<file path="config.mk">
export PLATFORM = sky130hd
export DESIGN_NAME = host_mailbox
export DESIGN_NICKNAME = d
export VERILOG_FILES = /design/src/rtl/host_mailbox_pkg.sv /design/src/rtl/hmb_bus_decode.sv /design/src/rtl/hmb_cmd_unit.sv /design/src/rtl/hmb_fromhost_reg.sv /design/src/rtl/host_mailbox.sv
export SDC_FILE = /design/constraint.sdc
export NUM_CORES = 1
export LEC_CHECK = 0
export CAP_MARGIN = 20
export CORE_MARGIN = 1
export CORE_UTILIZATION = 55
export DETAILED_ROUTE_END_ITERATION = 10
export DONT_BUFFER_PORTS = 1
export GPL_ROUTABILITY_DRIVEN = 0
export GPL_TIMING_DRIVEN = 0
export HOLD_SLACK_MARGIN = 0.08
export MAX_ROUTING_LAYER = met4
export PLACE_DENSITY = 0.77
export SYNTH_ARGS = -nofsm -noshare
export SYNTH_HDL_FRONTEND = slang
export SYNTH_SLANG_ARGS = --single-unit
</file>
<file path="constraint.sdc">
create_clock -name clk_i -period 8.8 [get_ports clk_i]
set_clock_uncertainty 0.2 [all_clocks]
set_input_delay 1.32 -clock clk_i [delete_from_list [all_inputs] [get_ports clk_i]]
set_output_delay 1.32 -clock clk_i [all_outputs]
set_load 0.02 [all_outputs]
</file>
<file path="src/rtl/host_mailbox_pkg.sv">
package host_mailbox_pkg;
  localparam int unsigned WORD_W     = 64;
  localparam int unsigned HALF_W     = 32;
  localparam int unsigned HALF_BYTES = 4;
  localparam int unsigned TAG_W      = 16;
  localparam int unsigned RESP_W     = 48;
  localparam int unsigned CHAR_W     = 8;
  localparam int unsigned EXIT_W     = 31;
  localparam int unsigned NSLOT      = 4;

  localparam int unsigned DEV_LSB = 56;
  localparam int unsigned CMD_LSB = 48;

  // bus slot indices
  localparam int unsigned SLOT_FH_LO = 0;
  localparam int unsigned SLOT_FH_HI = 1;
  localparam int unsigned SLOT_TH_LO = 2;
  localparam int unsigned SLOT_TH_HI = 3;

  localparam logic [7:0] DEV_SYS     = 8'd0;
  localparam logic [7:0] DEV_CON     = 8'd1;
  localparam logic [7:0] CMD_SYS_REQ = 8'd0;
  localparam logic [7:0] CMD_CON_GET = 8'd0;
  localparam logic [7:0] CMD_CON_PUT = 8'd1;

  typedef enum logic [1:0] {ACT_NONE, ACT_PUT, ACT_GET, ACT_EXIT} act_e;
  typedef enum logic {ST_IDLE, ST_PUT_WAIT} cmd_state_e;

  function automatic logic [RESP_W-1:0] char_resp(input logic [CHAR_W-1:0] ch);
    return {{(RESP_W-CHAR_W-1){1'b0}}, 1'b1, ch};
  endfunction

  function automatic logic [WORD_W-1:0] build_reply(input logic [TAG_W-1:0] tag,
                                                    input logic [RESP_W-1:0] resp);
    return {tag, resp};
  endfunction
endpackage

</file>
<file path="src/rtl/hmb_bus_decode.sv">
module hmb_bus_decode
  import host_mailbox_pkg::*;
#(
  parameter int unsigned ADDR_W = 6,
  parameter int unsigned FH_OFF = 0,
  parameter int unsigned TH_OFF = 8
) (
  input  logic                req_i,
  input  logic                we_i,
  input  logic [ADDR_W-1:0]   addr_i,
  input  logic [WORD_W-1:0]   fh_i,
  input  logic [WORD_W-1:0]   th_i,
  output logic [NSLOT-1:0]    wr_stb_o,
  output logic [HALF_W-1:0]   rdata_o
);
  logic [NSLOT-1:0]             hit;
  logic [NSLOT-1:0][HALF_W-1:0] halves;

  for (genvar i = 0; i < NSLOT; i++) begin : g_slot
    localparam int unsigned BASE = (i < 2) ? FH_OFF : TH_OFF;
    localparam logic [ADDR_W-1:0] SLOT_ADDR = ADDR_W'(BASE + (i % 2) * HALF_BYTES);
    logic [WORD_W-1:0] src;
    assign src       = (i < 2) ? fh_i : th_i;
    assign hit[i]    = req_i && (addr_i == SLOT_ADDR);
    assign halves[i] = src[(i % 2) * HALF_W +: HALF_W];
  end

  assign wr_stb_o = hit & {NSLOT{we_i}};

  always_comb begin
    rdata_o = '0;
    for (int i = 0; i < NSLOT; i++) begin
      if (hit[i] && !we_i) rdata_o = rdata_o | halves[i];
    end
  end
endmodule

</file>
<file path="src/rtl/hmb_cmd_unit.sv">
module hmb_cmd_unit
  import host_mailbox_pkg::*;
(
  input  logic               clk_i,
  input  logic               rst_ni,
  input  logic               th_lo_wr_i,
  input  logic               th_hi_wr_i,
  input  logic [HALF_W-1:0]  wdata_i,
  output logic [WORD_W-1:0]  tohost_o,
  output logic               cout_valid_o,
  input  logic               cout_ready_i,
  output logic [CHAR_W-1:0]  cout_data_o,
  output logic               exit_valid_o,
  output logic [EXIT_W-1:0]  exit_code_o,
  output logic               reply_valid_o,
  output logic [WORD_W-1:0]  reply_o,
  output logic [TAG_W-1:0]   pend_tag_o
);
  logic [WORD_W-1:0] tohost_q;
  logic              permit_q;
  cmd_state_e        state_q;
  logic              exit_q;
  logic [EXIT_W-1:0] exit_code_q;
  logic [TAG_W-1:0]  pend_q;

  logic [WORD_W-1:0] full_word;
  logic [7:0]        dev, cmd;
  logic              launch, put_fire;
  act_e              act;

  assign full_word = tohost_q | {wdata_i, {HALF_W{1'b0}}};
  assign dev       = full_word[DEV_LSB +: 8];
  assign cmd       = full_word[CMD_LSB +: 8];
  assign launch    = th_hi_wr_i && permit_q;
  assign put_fire  = (state_q == ST_PUT_WAIT) && cout_ready_i;

  always_comb begin
    act = ACT_NONE;
    if (dev == DEV_CON && cmd == CMD_CON_PUT)                     act = ACT_PUT;
    else if (dev == DEV_CON && cmd == CMD_CON_GET)                act = ACT_GET;
    else if (dev == DEV_SYS && cmd == CMD_SYS_REQ && full_word[0]) act = ACT_EXIT;
  end

  always_ff @(posedge clk_i or negedge rst_ni) begin
    if (!rst_ni) begin
      tohost_q    <= '0;
      permit_q    <= 1'b0;
      state_q     <= ST_IDLE;
      exit_q      <= 1'b0;
      exit_code_q <= '0;
      pend_q      <= '0;
    end else begin
      exit_q <= 1'b0;
      if (th_lo_wr_i) begin
        if (tohost_q == '0) begin
          tohost_q <= {{HALF_W{1'b0}}, wdata_i};
          permit_q <= 1'b1;
        end else begin
          permit_q <= 1'b0;
        end
      end
      if (launch) begin
        permit_q <= 1'b0;
        unique case (act)
          ACT_PUT: begin
            tohost_q <= full_word;
            state_q  <= ST_PUT_WAIT;
          end
          ACT_GET: begin
            pend_q   <= full_word[WORD_W-1 -: TAG_W];
            tohost_q <= '0;
          end
          ACT_EXIT: begin
            exit_q      <= 1'b1;
            exit_code_q <= full_word[EXIT_W:1];
            tohost_q    <= '0;
          end
          default: tohost_q <= '0;
        endcase
      end
      if (put_fire) begin
        tohost_q <= '0;
        state_q  <= ST_IDLE;
      end
    end
  end

  always_comb begin
    reply_valid_o = 1'b0;
    reply_o       = '0;
    if (put_fire) begin
      reply_valid_o = 1'b1;
      reply_o = build_reply(tohost_q[WORD_W-1 -: TAG_W], char_resp(tohost_q[CHAR_W-1:0]));
    end else if (launch && (act == ACT_EXIT || act == ACT_NONE)) begin
      reply_valid_o = 1'b1;
      reply_o = build_reply(full_word[WORD_W-1 -: TAG_W], '0);
    end
  end

  assign tohost_o     = tohost_q;
  assign cout_valid_o = (state_q == ST_PUT_WAIT);
  assign cout_data_o  = tohost_q[CHAR_W-1:0];
  assign exit_valid_o = exit_q;
  assign exit_code_o  = exit_code_q;
  assign pend_tag_o   = pend_q;
endmodule

</file>
<file path="src/rtl/hmb_fromhost_reg.sv">
module hmb_fromhost_reg
  import host_mailbox_pkg::*;
(
  input  logic               clk_i,
  input  logic               rst_ni,
  input  logic               fh_lo_wr_i,
  input  logic               fh_hi_wr_i,
  input  logic [HALF_W-1:0]  wdata_i,
  input  logic               reply_valid_i,
  input  logic [WORD_W-1:0]  reply_i,
  input  logic               cin_valid_i,
  input  logic [CHAR_W-1:0]  cin_data_i,
  input  logic [TAG_W-1:0]   pend_tag_i,
  output logic [WORD_W-1:0]  fromhost_o,
  output logic               partial_o
);
  logic [WORD_W-1:0] fh_q;
  logic              partial_q;

  // core write > request reply > incoming character
  always_ff @(posedge clk_i or negedge rst_ni) begin
    if (!rst_ni) begin
      fh_q      <= '0;
      partial_q <= 1'b0;
    end else if (fh_lo_wr_i) begin
      fh_q      <= {{HALF_W{1'b0}}, wdata_i};
      partial_q <= 1'b1;
    end else if (fh_hi_wr_i) begin
      fh_q      <= fh_q | {wdata_i, {HALF_W{1'b0}}};
      partial_q <= 1'b0;
    end else if (reply_valid_i) begin
      fh_q <= reply_i;
    end else if (cin_valid_i) begin
      fh_q <= build_reply(pend_tag_i, char_resp(cin_data_i));
    end
  end

  assign fromhost_o = fh_q;
  assign partial_o  = partial_q;
endmodule

</file>
<file path="src/rtl/host_mailbox.sv">
module host_mailbox
  import host_mailbox_pkg::*;
#(
  parameter int unsigned ADDR_W = 6,
  parameter int unsigned FH_OFF = 0,
  parameter int unsigned TH_OFF = 8
) (
  input  logic              clk_i,
  input  logic              rst_ni,
  input  logic              bus_req_i,
  input  logic              bus_we_i,
  input  logic [ADDR_W-1:0] bus_addr_i,
  input  logic [31:0]       bus_wdata_i,
  output logic [31:0]       bus_rdata_o,
  output logic              fh_partial_o,
  output logic              cout_valid_o,
  input  logic              cout_ready_i,
  output logic [7:0]        cout_data_o,
  input  logic              cin_valid_i,
  input  logic [7:0]        cin_data_i,
  output logic              cin_ready_o,
  output logic              exit_valid_o,
  output logic [30:0]       exit_code_o
);
  logic [NSLOT-1:0]  wr_stb;
  logic [WORD_W-1:0] fromhost_w, tohost_w, reply_w;
  logic              reply_valid_w;
  logic [TAG_W-1:0]  pend_tag_w;

  hmb_bus_decode #(.ADDR_W(ADDR_W), .FH_OFF(FH_OFF), .TH_OFF(TH_OFF)) u_dec (
    .req_i    (bus_req_i),
    .we_i     (bus_we_i),
    .addr_i   (bus_addr_i),
    .fh_i     (fromhost_w),
    .th_i     (tohost_w),
    .wr_stb_o (wr_stb),
    .rdata_o  (bus_rdata_o)
  );

  hmb_cmd_unit u_cmd (
    .clk_i         (clk_i),
    .rst_ni        (rst_ni),
    .th_lo_wr_i    (wr_stb[SLOT_TH_LO]),
    .th_hi_wr_i    (wr_stb[SLOT_TH_HI]),
    .wdata_i       (bus_wdata_i),
    .tohost_o      (tohost_w),
    .cout_valid_o  (cout_valid_o),
    .cout_ready_i  (cout_ready_i),
    .cout_data_o   (cout_data_o),
    .exit_valid_o  (exit_valid_o),
    .exit_code_o   (exit_code_o),
    .reply_valid_o (reply_valid_w),
    .reply_o       (reply_w),
    .pend_tag_o    (pend_tag_w)
  );

  hmb_fromhost_reg u_fh (
    .clk_i         (clk_i),
    .rst_ni        (rst_ni),
    .fh_lo_wr_i    (wr_stb[SLOT_FH_LO]),
    .fh_hi_wr_i    (wr_stb[SLOT_FH_HI]),
    .wdata_i       (bus_wdata_i),
    .reply_valid_i (reply_valid_w),
    .reply_i       (reply_w),
    .cin_valid_i   (cin_valid_i),
    .cin_data_i    (cin_data_i),
    .pend_tag_i    (pend_tag_w),
    .fromhost_o    (fromhost_w),
    .partial_o     (fh_partial_o)
  );

  assign cin_ready_o = 1'b1;
endmodule

</file>
Word-level counts from Yosys, hierarchy flattened
Cells that the tools add are included.

word-level totals
  input port bits = 52
  register bits = 179
  word-level logic and storage cells = 85

cells by class
  reduce and logical (&&, ||, !) cells = 33
  mux-type cells = 30
  equality and inequality tests = 8
  bitwise logic cells = 6

operators by type and width
  cell                                                 number
  2-to-1 mux 64 bit                                    11
  2-to-1 mux 32 bit                                    4
  OR 64 bit                                            2
  OR 32 bit                                            3
  logical NOT 64 bit                                   1
  equality test 8 x 1 -> 1 bit, second input constant  2
  logical NOT 8 bit                                    2
  logical AND 1 bit                                    15
  equality test 6 x 4 -> 1 bit, second input constant  2
  2-to-1 mux 1 bit                                     12
  AND reduction 2 bit                                  4
  nonzero test 2 bit                                   4
  equality test 6 x 3 -> 1 bit, second input constant  1
  logical NOT 6 bit                                    1
  2-to-1 mux 2 bit                                     3
  nonzero test 3 bit                                   2
  AND 4 bit                                            1
  equality test 2 bit, second input constant           2
  nonzero test 4 bit                                   1
  equality test 2 x 1 -> 1 bit, second input constant  1
  logical NOT 2 bit                                    1
  logical NOT 1 bit                                    1
  logical OR 1 bit                                     1

Depth between registers and ports, before layout
  depth after elaboration = 15
  depth in mapped cells = 12
  depth with buffers taken out = 10

Modules after synthesis
A second synthesis with hierarchy kept.

second synthesis, totals
  cells, all modules = 953
  area total of the unflattened synthesis = 10248.6 µm²

modules (own cells, without submodules)
  module            cells each  seq. area each (µm²)  times used  area an instance (µm²)
  hmb_cmd_unit      490         2852.7                1           5572.8
  hmb_fromhost_reg  304         1626.6                1           3397.0
  hmb_bus_decode    157         0.0                   1           1267.5
  host_mailbox      2           0.0                   1           11.3

Worst setup path before layout
OpenSTA, ideal clock, no wires.

  kind = input-to-output
  start = input port bus_addr_i[4]
  end = output port bus_rdata_o[11]
  required time = 7.280 ns
  stages on the path = 7
  arrival time = 3.125 ns
  path buffers = 2
  setup slack = 4.155 ns
  cell sequence = nor4b_1 buf_2 nand2_1 nor4_1 clkbuf_1 a22oi_1 nand2_1

on the way
  longest elaborated chain between the ends = 10

ends and longest elaborated chain
  element                RTL line              text
  start, declared        host_mailbox.sv:12    input logic [ADDR_W-1:0] bus_addr_i,
  logical NOT 6 bit      hmb_bus_decode.sv:24  assign hit[i] = req_i && (addr_i == SLOT_ADDR);
  logical AND 1 bit      hmb_bus_decode.sv:24
  logical AND 1 bit      hmb_bus_decode.sv:33  if (hit[i] && !we_i) rdata_o = rdata_o | halves[i];
  2-to-1 mux 32 bit      hmb_bus_decode.sv:33
  OR 32 bit              hmb_bus_decode.sv:33
  2-to-1 mux 32 bit      hmb_bus_decode.sv:33
  OR 32 bit              hmb_bus_decode.sv:33
  2-to-1 mux 32 bit      hmb_bus_decode.sv:33
  OR 32 bit              hmb_bus_decode.sv:33
  2-to-1 mux 32 bit (*)  hmb_bus_decode.sv:33
  end, declared          host_mailbox.sv:14    output logic [31:0] bus_rdata_o,

Mark *: on every way between the ends. The rest lies on a longest branch, timed or not.

Worst setup path in the final report
  start = input port bus_addr_i[4]
  end = output port bus_rdata_o[14]

Same word-level chain as after synthesis.

==> results.yml <==
place:
  portBuffers: 0
  hpwlAfterDp_um: 18930
setup_path:
  crit_fanout: 10
  ff2ff_setup_slack_ns: 4.44
  cp_slowest_cell: "clkbuf_1"
  r2r_cells: 11
  crit_cells: 7
  r2r-start: "u_cmd.tohost_o[61]"
  r2r_end: "u_fh.fromhost_o[57]"
  arrival_ns: 4.29
  critPathTopFamily: "simple AND/OR/NAND/NOR gates"
  crit_end: "bus_rdata_o[14]"
  startpoint_type: "input port"
  critical_path.cell_chain: "nor4b_1 -> buf_2 -> nand2_1 -> nor4_1 -> clkbuf_1 -> a22oi_1 -> nand2_1"
  crit_type: "input port to output pin"
  crit_path_end_kind: "output pin"
  crit_buf_inv: 2
  max_stage_delay_ns: 0.70
  cpMostUsedCell: "nand2_1"
  crit_path_start: "bus_addr_i[4]"
  required_ns: 7.28
timing:
  layout_min_cycle_time_ns: 5.806
  fmax_mhz: 172.2
  whs_ns: 0.2901
  grt_setup_unrepaired: "false"
  finalSetupViolations: 0
  drv_slew: 0
  timing.slew.headroom: 0.2618
  tightest_slew_ns: 1.101
  layout_worst_path_cycle_share: 0.6598
  tns_ns: 0
  hold_viol_final: 0
drt:
  wl_per_cell_um: 28.16
  avgViaCountPerCell: 7.427
  first_pass_iters: 8
  final_antenna_net_count: 0
  vias: 7316
  drtIter0Drc: 1283
  drc: 0
  drt-total-wl_um: 27740
worst_hold_path:
  min_path_type: "flip-flop to flip-flop"
  worstHoldPathCells: 1
power:
  finalPower_mw: 1.783
  comb_power_share: 0.078
  power_density_nw_per_um2: 190.0
  p_leak_nw: 4.706
  ir_worst_vdd_v: 0.0001487
  p_switching_uw: 461.8
  p_int_mw: 1.321
  power_frac_clock: 0.414
  switching_share: 0.2590
  p_seq_frac: 0.507
global_routing:
  first_global_vias: 7260
  grt_pass1_wl_um: 42250
  grt_usage: 0.3675
  globalRouteOverflowTotal: 0
  grt_start_max_net_pins: 180
  antenna_found_initial: 0
synth:
  synthDistinctLibCells: 51
  syn-num-nets: 819
  avgSynthCellArea_sq_um: 11.21
  synth_edf_count: 0
  synth_area_leaders: "dfrtp_1 (52%), mux2_1 (7.2%), a22o_1 (5.6%)"
  synthArstFlopShare: 1.000
  synthCells: 765
  ys.flop_type: "dfrtp_1"
  synth-seq-cells: 179
  ys_seq_area_frac: 0.5223
  synth_area_leader_cell: "dfrtp_1"
  synth_top_area_frac: 0.5223
  synth.cell_area_sq_um: 8576
  synth_warnings: 0
cells_and_area:
  fillers: 1181
  n_antenna_cell: 0
  mostFrequentLayoutCells: "dfrtp_1 (179), a22oi_1 (64), mux2_1 (55), a22o_1 (55), nand2_1 (49)"
  seq_area_sq_um: 4479
  final_common_cell: "dfrtp_1"
  layout-drive-gt1-share: 0.1292
  multi_input_area_sq_um: 3724
  nets: 839
  area_delta_synth_final_pct: 9.425
clock_network:
  cts_hold_buf: 0
  cts.sinks: 179
  post_cts_buffers: 0
  clk_latency_ns: 0.44
  ctsResizeCount: 0
  cts_tree: "built"
  cts_root_buffer: "clkbuf_16"
  cts_buffer_depth: 2
  cts_buffers: 17
  h-tree-depth: 4
  cts.clk_slew.worst_paths_ns: 0.07
floorplan:
  die_y_um: 126.9
  io_pins: 127
  start_util: 0.5641
  die_x_um: 126.9
  rows: 45
  fp.coreArea_sq_um: 15200
  fp.dieArea_sq_um: 16100
run:
  cap_violations: 0
status:
  run_status: "finished, final reports clean"
## final cells by class
cell class,instances,share of cell area
buffer,68,0.03613
clock inverter,13,0.01347
tap,188,0.02507
sequential,179,0.4773
timing repair buffer,1,0.0008000
inverter,9,0.003600
multi-input combinational,509,0.3968
clock buffer,18,0.04680
## synthesized netlist by cell type, drive strengths merged, types with 2 or more instances
| cell | n |
|---|---|
| o311a | 32 |
| nand2 | 49 |
| nor4 | 20 |
| mux2 | 55 |
| o21a | 16 |
| nor4b | 2 |
| a221oi | 10 |
| a22oi | 64 |
| nand3 | 9 |
| nor3 | 9 |
| nor2 | 32 |
| a21o | 9 |
| or2 | 31 |
| inv | 9 |
| clkbuf | 37 |
| dfrtp | 179 |
| o221ai | 10 |
| a22o | 55 |
| o22ai | 7 |
| buf | 31 |
| o31ai | 2 |
| nor2b | 7 |
| ha | 2 |
| o21ai | 10 |
| or4b | 2 |
| nand4 | 13 |
| a21oi | 41 |
| a211oi | 2 |
| a311oi | 8 |
| and3 | 2 |
## per-layer routing
metal / track usage / wire length [um] / up-vias
li1: - / - / 2995
met4: 0.1947 / 1393 / 0
met2: 0.5259 / 12350 / 613
met1: 0.4739 / 10410 / 3581
met3: 0.1063 / 3591 / 127
met5: - / 0 / -
## power by group through the flow
stage | sequential, mW | combinational [mW] | clock (mW)
floorplan | 0.901 | 0.104 | 0
global placement | 0.914 | 0.130 | 0
detailed placement | 0.917 | 0.134 | 0
CTS | 0.902 | 0.136 | 0.743
global route | 0.907 | 0.149 | 0.773
finish | 0.905 | 0.139 | 0.739
## worst min path at each step
stage | start | end | slack (ns)
6_report | u_fh.fromhost_o[0] | u_fh.fromhost_o[0] | 0.29
5_1_grt | u_cmd.pend_tag_o[5] | u_cmd.pend_tag_o[5] | 0.30
4_1_cts | u_fh.fromhost_o[0] | u_fh.fromhost_o[0] | 0.28
3_5_place_dp | u_fh.fromhost_o[0] | u_fh.fromhost_o[0] | 0.27
3_3_place_gp | u_fh.fromhost_o[0] | u_fh.fromhost_o[0] | 0.26
2_1_floorplan | u_fh.fromhost_o[8] | u_fh.fromhost_o[8] | 0.25
## through the flow
step / area [sq um] / worst slack [ns] / util / std cells
floorplan: 8576 / 4.155 / - / 765
global placement: 8811 / 3.163 / 0.5796 / 953
detailed placement: 8818 / 3.127 / 0.5801 / 954
CTS: 9384 / 3.096 / 0.6173 / 985
global route: 9384 / 2.883 / 0.6173 / 985
finish: 9384 / 2.994 / 0.6173 / 985
## worst register-to-register path, delay by kind of cell, from the launching register on
kind | cells | cell delay [ns]
AND/OR/NAND/NOR | 3 | 0.94
buffers and inverters | 2 | 0.85
AO/OA/AOI/OAI | 5 | 1.52
flip-flops | 1 | 0.46
adder cells (fa/ha/maj) | 1 | 0.30
## sequential cells by signal, summed over array words and instances, names as in the netlist
register	flops
u_cmd.cout_valid_o	1
u_cmd.exit_code_o	31
u_cmd.exit_valid_o	1
u_cmd.pend_tag_o	16
u_cmd.permit_q	1
u_cmd.tohost_o	64
u_fh.fromhost_o	64
u_fh.partial_o	1
## cell families (layout without fill, tap and decap cells)
| family | Yosys count | count (layout) | synth area share |
|---|---|---|---|
| and+or+nand+nor | 179 | 179 | 0.1112 |
| adders and majority gates | 2 | 2 | 0.002918 |
| buffers and inverters | 77 | 109 | 0.04348 |
| DFF | 179 | 179 | 0.5223 |
| other | 1 | 1 | 0.0004373 |
| AOI/OAI and AO/OA | 272 | 272 | 0.2474 |
| muxes | 55 | 55 | 0.07222 |
(Power assumes the default switching activity.)
